==> config.mk <==
export PLATFORM = sky130hd
export DESIGN_NAME = sw_frame_tx
export DESIGN_NICKNAME = d
export VERILOG_FILES = /design/src/rtl/sw_frame_tx_pkg.sv /design/src/rtl/sw_frame_collect.sv /design/src/rtl/sw_bit_stuffer.sv /design/src/rtl/sw_frame_tx.sv
export SDC_FILE = /design/constraint.sdc
export NUM_CORES = 1
export LEC_CHECK = 0
export ABC_CLOCK_PERIOD_IN_PS = 6560
export BUFFER_PORTS_ARGS = -buffer_cell sky130_fd_sc_hd__buf_2
export CAP_MARGIN = 20
export CORE_ASPECT_RATIO = 1.75
export CORE_MARGIN = 3
export CORE_UTILIZATION = 38
export CTS_BUF_LIST = sky130_fd_sc_hd__clkbuf_4
export CTS_CLUSTER_DIAMETER = 50
export CTS_CLUSTER_SIZE = 30
export DETAILED_ROUTE_END_ITERATION = 10
export PLACE_DENSITY = 0.54
export SETUP_SLACK_MARGIN = 0.02
export SYNTH_ARGS = -nofsm -noshare
export SYNTH_HDL_FRONTEND = slang
export SYNTH_SLANG_ARGS = --single-unit
==> constraint.sdc <==
create_clock -name clk_i -period 6.56 [get_ports clk_i]
set_clock_uncertainty 0.1 [all_clocks]
set_input_delay 0.656 -clock clk_i [delete_from_list [all_inputs] [get_ports clk_i]]
set_output_delay 0.656 -clock clk_i [all_outputs]
set_load 0.01 [all_outputs]
==> src/rtl/sw_frame_tx_pkg.sv <==
package sw_frame_tx_pkg;

  localparam logic [7:0]  SOF_BYTE  = 8'h7E;
  localparam logic [7:0]  EOF_BYTE  = 8'h7F;
  localparam logic [15:0] CRC_INIT  = 16'hFFFF;
  localparam logic [15:0] CRC_RPOLY = 16'h8408;  // x^16+x^12+x^5+1, reflected

  typedef enum logic [1:0] {C_IDLE, C_FILL, C_DRAIN, C_HOLD} col_state_e;
  typedef enum logic [1:0] {T_IDLE, T_SOF, T_BODY, T_EOF} tx_state_e;

  function automatic logic [15:0] crc_byte(input logic [15:0] c, input logic [7:0] d);
    logic [15:0] r;
    r = c;
    for (int i = 0; i < 8; i++) begin
      if (r[0] ^ d[i]) r = (r >> 1) ^ CRC_RPOLY;
      else             r = r >> 1;
    end
    return r;
  endfunction

endpackage

==> src/rtl/sw_frame_collect.sv <==
module sw_frame_collect
  import sw_frame_tx_pkg::*;
#(
  parameter int MAX_LEN = 30,
  localparam int LEN_W  = $clog2(MAX_LEN + 1),
  localparam int IDX_W  = $clog2(MAX_LEN)
) (
  input  logic             clk_i,
  input  logic             rst_ni,
  input  logic [7:0]       data_i,
  input  logic             valid_i,
  input  logic             first_i,
  input  logic             last_i,
  output logic             ready_o,
  input  logic [IDX_W-1:0] rd_idx_i,
  output logic [7:0]       rd_byte_o,
  output logic [LEN_W-1:0] len_o,
  output logic [15:0]      crc_o,
  output logic             frame_rdy_o,
  input  logic             tx_done_i,
  output logic             len_err_o,
  output logic             underrun_o
);

  col_state_e       st_q;
  logic [LEN_W-1:0] cnt_q;
  logic [15:0]      crc_q;
  logic             len_err_q, underrun_q;
  logic [7:0]       mem_q [MAX_LEN];
  logic             wr_en;
  logic [IDX_W-1:0] wr_idx;
  logic             full;

  assign ready_o     = (st_q != C_HOLD);
  assign frame_rdy_o = (st_q == C_HOLD);
  assign len_o       = cnt_q;
  assign crc_o       = crc_q;
  assign len_err_o   = len_err_q;
  assign underrun_o  = underrun_q;
  assign full        = (cnt_q == LEN_W'(MAX_LEN));

  assign wr_en  = valid_i & ((st_q == C_IDLE & first_i) | (st_q == C_FILL & ~full));
  assign wr_idx = (st_q == C_IDLE) ? '0 : cnt_q[IDX_W-1:0];

  assign rd_byte_o = (int'(rd_idx_i) < MAX_LEN) ? mem_q[rd_idx_i] : 8'h00;

  always_ff @(posedge clk_i) begin
    if (wr_en) mem_q[wr_idx] <= data_i;
  end

  always_ff @(posedge clk_i or negedge rst_ni) begin
    if (!rst_ni) begin
      st_q       <= C_IDLE;
      cnt_q      <= '0;
      crc_q      <= CRC_INIT;
      len_err_q  <= 1'b0;
      underrun_q <= 1'b0;
    end else begin
      len_err_q  <= 1'b0;
      underrun_q <= 1'b0;
      case (st_q)
        C_IDLE: begin
          if (valid_i) begin
            if (first_i) begin
              cnt_q <= LEN_W'(1);
              crc_q <= crc_byte(CRC_INIT, data_i);
              st_q  <= last_i ? C_HOLD : C_FILL;
            end else if (last_i) begin
              len_err_q <= 1'b1;  // empty payload
            end
          end
        end
        C_FILL: begin
          if (!valid_i) begin
            underrun_q <= 1'b1;
            st_q       <= C_IDLE;
          end else if (full) begin
            len_err_q <= 1'b1;
            st_q      <= last_i ? C_IDLE : C_DRAIN;
          end else begin
            cnt_q <= cnt_q + LEN_W'(1);
            crc_q <= crc_byte(crc_q, data_i);
            if (last_i) st_q <= C_HOLD;
          end
        end
        C_DRAIN: begin
          if (valid_i && last_i) st_q <= C_IDLE;
        end
        C_HOLD: begin
          if (tx_done_i) st_q <= C_IDLE;
        end
        default: st_q <= C_IDLE;
      endcase
    end
  end

endmodule

==> src/rtl/sw_bit_stuffer.sv <==
module sw_bit_stuffer #(
  parameter int RUN_LEN = 5,
  localparam int CNT_W  = $clog2(RUN_LEN + 1)
) (
  input  logic clk_i,
  input  logic rst_ni,
  input  logic clear_i,
  input  logic adv_i,
  input  logic bit_i,
  output logic stuff_o,
  output logic will_stuff_o
);

  logic [CNT_W-1:0] ones_q;

  assign stuff_o      = (ones_q == CNT_W'(RUN_LEN));
  assign will_stuff_o = bit_i & (ones_q == CNT_W'(RUN_LEN - 1));

  always_ff @(posedge clk_i or negedge rst_ni) begin
    if (!rst_ni)       ones_q <= '0;
    else if (clear_i)  ones_q <= '0;
    else if (adv_i) begin
      if (stuff_o)     ones_q <= '0;
      else if (bit_i)  ones_q <= ones_q + CNT_W'(1);
      else             ones_q <= '0;
    end
  end

endmodule

==> src/rtl/sw_frame_tx.sv <==
module sw_frame_tx
  import sw_frame_tx_pkg::*;
#(
  parameter int MAX_LEN = 30,
  parameter int RUN_LEN = 5
) (
  input  logic       clk_i,
  input  logic       rst_ni,
  input  logic [7:0] in_data_i,
  input  logic       in_valid_i,
  input  logic       in_first_i,
  input  logic       in_last_i,
  output logic       in_ready_o,
  output logic       bit_o,
  output logic       bit_valid_o,
  input  logic       bit_ready_i,
  output logic       done_o,
  output logic       len_err_o,
  output logic       underrun_o
);

  localparam int LEN_W = $clog2(MAX_LEN + 1);
  localparam int IDX_W = $clog2(MAX_LEN);
  localparam int POS_W = $clog2(8 * MAX_LEN + 17);

  logic [IDX_W-1:0] rd_idx;
  logic [7:0]       rd_byte;
  logic [LEN_W-1:0] len;
  logic [15:0]      crc;
  logic             frame_rdy, tx_done;

  tx_state_e        st_q;
  logic [2:0]       fcnt_q;
  logic [POS_W-1:0] pos_q, pay_bits, total, crc_off;
  logic             raw_bit, stuff, will_stuff, acc, last_data, done_q;

  sw_frame_collect #(.MAX_LEN(MAX_LEN)) u_collect (
    .clk_i       (clk_i),
    .rst_ni      (rst_ni),
    .data_i      (in_data_i),
    .valid_i     (in_valid_i),
    .first_i     (in_first_i),
    .last_i      (in_last_i),
    .ready_o     (in_ready_o),
    .rd_idx_i    (rd_idx),
    .rd_byte_o   (rd_byte),
    .len_o       (len),
    .crc_o       (crc),
    .frame_rdy_o (frame_rdy),
    .tx_done_i   (tx_done),
    .len_err_o   (len_err_o),
    .underrun_o  (underrun_o)
  );

  assign pay_bits  = POS_W'(len) << 3;
  assign total     = pay_bits + POS_W'(16);
  assign crc_off   = pos_q - pay_bits;
  assign rd_idx    = IDX_W'(pos_q >> 3);
  assign raw_bit   = (pos_q < pay_bits) ? rd_byte[pos_q[2:0]] : ~crc[crc_off[3:0]];
  assign last_data = (pos_q + POS_W'(1) == total);

  sw_bit_stuffer #(.RUN_LEN(RUN_LEN)) u_stuff (
    .clk_i        (clk_i),
    .rst_ni       (rst_ni),
    .clear_i      (st_q != T_BODY),
    .adv_i        (acc & (st_q == T_BODY)),
    .bit_i        (raw_bit),
    .stuff_o      (stuff),
    .will_stuff_o (will_stuff)
  );

  always_comb begin
    bit_valid_o = (st_q != T_IDLE);
    case (st_q)
      T_SOF:   bit_o = SOF_BYTE[fcnt_q];
      T_EOF:   bit_o = EOF_BYTE[fcnt_q];
      T_BODY:  bit_o = stuff ? 1'b0 : raw_bit;
      default: bit_o = 1'b0;
    endcase
  end

  assign acc     = bit_valid_o & bit_ready_i;
  assign tx_done = (st_q == T_EOF) & acc & (fcnt_q == 3'd7);
  assign done_o  = done_q;

  always_ff @(posedge clk_i or negedge rst_ni) begin
    if (!rst_ni) begin
      st_q   <= T_IDLE;
      fcnt_q <= '0;
      pos_q  <= '0;
      done_q <= 1'b0;
    end else begin
      done_q <= tx_done;
      case (st_q)
        T_IDLE: begin
          if (frame_rdy) begin
            st_q   <= T_SOF;
            fcnt_q <= '0;
          end
        end
        T_SOF: begin
          if (acc) begin
            fcnt_q <= fcnt_q + 3'd1;
            if (fcnt_q == 3'd7) begin
              st_q  <= T_BODY;
              pos_q <= '0;
            end
          end
        end
        T_BODY: begin
          if (acc) begin
            if (stuff) begin
              if (pos_q == total) st_q <= T_EOF;
            end else begin
              pos_q <= pos_q + POS_W'(1);
              if (last_data && !will_stuff) st_q <= T_EOF;
            end
          end
        end
        T_EOF: begin
          if (acc) begin
            fcnt_q <= fcnt_q + 3'd1;
            if (fcnt_q == 3'd7) st_q <= T_IDLE;
          end
        end
        default: st_q <= T_IDLE;
      endcase
    end
  end

endmodule

==> flow_summary.yaml <==
sta:
  slew_headroom_pct: 27.6
  slew_viol_final: 0
  tns_ps: 0
  finalSetupViolations: 0
  post-route-period-util_pct: 78.1
  fmax_mhz: 195
  tightest_slew_ps: 1080
  fin_ws_ps: 1440
  rsz0062_at_grt: "no"
  hold_violations: 0
  min_period_ps: 5120
worst_setup_path:
  required_ps: 5800
  setup.worst_path.start_class: "register"
  crit_arrival_ps: 4370
  path_class: "reg2out"
  endpoint_kind: "primary output"
  crit_fanout: 48
  regToRegSetupSlack_ps: 2470
synth:
  async_flop_share_pct: 15.2
  ys.flop_type: "edfxtp_1"
  synth_top_area_share_pct: 56.6
  yosysTopAreaCell: "edfxtp_1"
  synth_area_leaders: "edfxtp_1 (57%), mux4_2 (8.5%), dfrtp_1 (5.3%)"
  synth_cells: 850
  synthesis.area_mm2: 0.0127
  synth_commonest_cells: "edfxtp_1 (240), nor2_1 (70), nand2_1 (58)"
  synth.most_common_cell: "edfxtp_1"
  synth_edf_count: 240
  synth.distinct_cells: 62
  yosysWarnings: 0
  ys_ff_latch: 283
  yosysSeqAreaShare_pct: 65.2
  avgSynthCellArea_um2: 15.0
  syn_nets: 885
grt:
  grt_max_degree: 49
  grt_pass1_wl_mm: 48.1
  antenna_found_initial: 3
  grt.total_usage_pct: 18.1
  grt_overflow: 0
  grt_pass1_vias: 7583
cts:
  cts_root_buf: "clkbuf_4"
  htree_levels: 1
  clk_pin_slew_ps: 200
  cts_buffers: 21
  cts_buffer_depth: 3
  cts_tree: "yes"
  cts_resized: 0
  clk_latency_ps: 760
  cts.sinks: 283
finish:
  fin_nets: 903
  nFillCells: 3007
  drive_above_1_share_pct: 16.7
  syn_to_final_growth_pct: 7.02
routing:
  ant_nets: 0
  dr.pass1.iters: 5
  drt-wirelength-per-cell_um: 24.6
  met3_length_mm: 1.06
  wl_met2_mm: 17.7
  first_iter_violations: 453
  drc: 0
  via_count: 7203
  wl_mm: 31.7
  met1_length_mm: 11.6
  top_layer: "met5"
  viasPerCell: 5.59
floorplanning:
  start_util_pct: 38.5
  die_y_um: 248
  row_count: 88
  pin_count: 20
  fp.coreArea_mm2: 0.0330
  die_x_um: 144
  die_area_mm2: 0.0358
min_path:
  hp-class: "in2reg"
power:
  p_leak_nw: 4.39
  vdd_drop_max_mv: 0.140
  p_per_area_mw_per_mm2: 346
status:
  status: "completed"
place:
  hpwl_mm: 21.4
  dp_slack_ps: 2190
  gp_congestion: 0.825
  numPortBuffers: 19
flow_run:
  drv_cap: 0
[worst max-delay path: stages (launching register included)]
cell and delay, ps:
dfrtp_4 1060, buf_4 560, mux4_2 560, nor3b_1 220, o32ai_1 120, a32o_1 280
a22oi_2 240, o22ai_1 150, nand3_1 150, a21oi_1 80, buf_2 150
[cells by family after synthesis]
logic type | count (synthesis) | synth area share (%)
flops | 283 | 65.2
simple gates | 216 | 7.95
compound gates | 121 | 6.15
mux | 86 | 12.2
buf+inv | 68 | 2.63
xor+xnor | 55 | 3.78
fa+ha+maj | 21 | 2.06
[placed cells by master, fill, tap and decap left out, types with 22 or more instances in the layout]
cell type  count
a21oi_1       29
clkbuf_4      22
dfrtp_1       25
edfxtp_1     240
inv_1         22
mux2i_1       29
mux4_2        48
nand2_1       58
nand3_1       26
nor2_1        70
o21ai_0       31
xnor2_1       37
[flip-flops by register name, indices dropped and copies added, names as in the netlist]
signal	flops
done_o	1
fcnt_q	3
pos_q	9
st_q	2
u_collect.crc_o	16
u_collect.len_err_o	1
u_collect.len_o	5
u_collect.mem_q	240
u_collect.st_q	2
u_collect.underrun_o	1
u_stuff.ones_q	3
[worst paths after layout]
path,cells after the start,to,startpoint
max,10,bit_o,pos_q[3]$_DFFE_PN0P_
min in group asynchronous,3,u_collect.len_o[0]$_DFFE_PN0P_,rst_ni
min,3,u_collect.len_err_o$_DFF_PN0_,in_last_i
min reg2reg,2,u_collect.crc_o[9]$_DFFE_PN1P_,u_collect.crc_o[9]$_DFFE_PN1P_
max reg2reg,6,u_collect.mem_q[16][0]$_DFFE_PP_,u_collect.st_q[0]$_DFFE_PN0P_
max in group asynchronous,3,pos_q[3]$_DFFE_PN0P_,rst_ni
[area by class of cell]
cell class | instances | area (um^2) | area share [%]
Sequential cell | 283 | 8310 | 61.0
Multi-Input combinational cell | 499 | 4090 | 30.0
Antenna cell | 2 | 5.00 | 0.0367
Clock buffer | 22 | 165 | 1.21
Tap cell | 405 | 507 | 3.72
Clock inverter | 15 | 210 | 1.54
Inverter | 25 | 93.8 | 0.689
Timing Repair Buffer | 38 | 243 | 1.78
[power by group]
group | switching (mW) | internal [mW] | leakage [nW]
clock network | 0.691 | 0.241 | 0.201
logic | 0.775 | 0.644 | 1.51
registers | 0.256 | 2.10 | 2.68
[per-layer routing]
metal  vias to the layer above  track usage, %
met5                         -               0
met4                         2            7.36
met3                        50            1.61
met2                       168            34.0
met1                      3685            20.8
li1                       3298               -
[repair_timing]
item,in CTS,in global routing
buffers inserted,0,0
hold buffers,2,0
hold endpoints to repair,28,0
[stage by stage]
stage          power, mW  instance area (um^2)  cells  hold slack, ps  util, %
2_1_floorplan       3.42                 12700    850             260        -
3_3_place_gp        3.82                 13200   1247             381     40.0
3_5_place_dp        3.84                 13200   1247             389     40.0
4_1_cts             4.77                 13600   1286            94.4     41.2
5_1_grt             4.99                 13600   1289             144     41.2
6_report            4.71                 13600   1289             173     41.2
No activity file was read; power rests on OpenSTA's default activity.
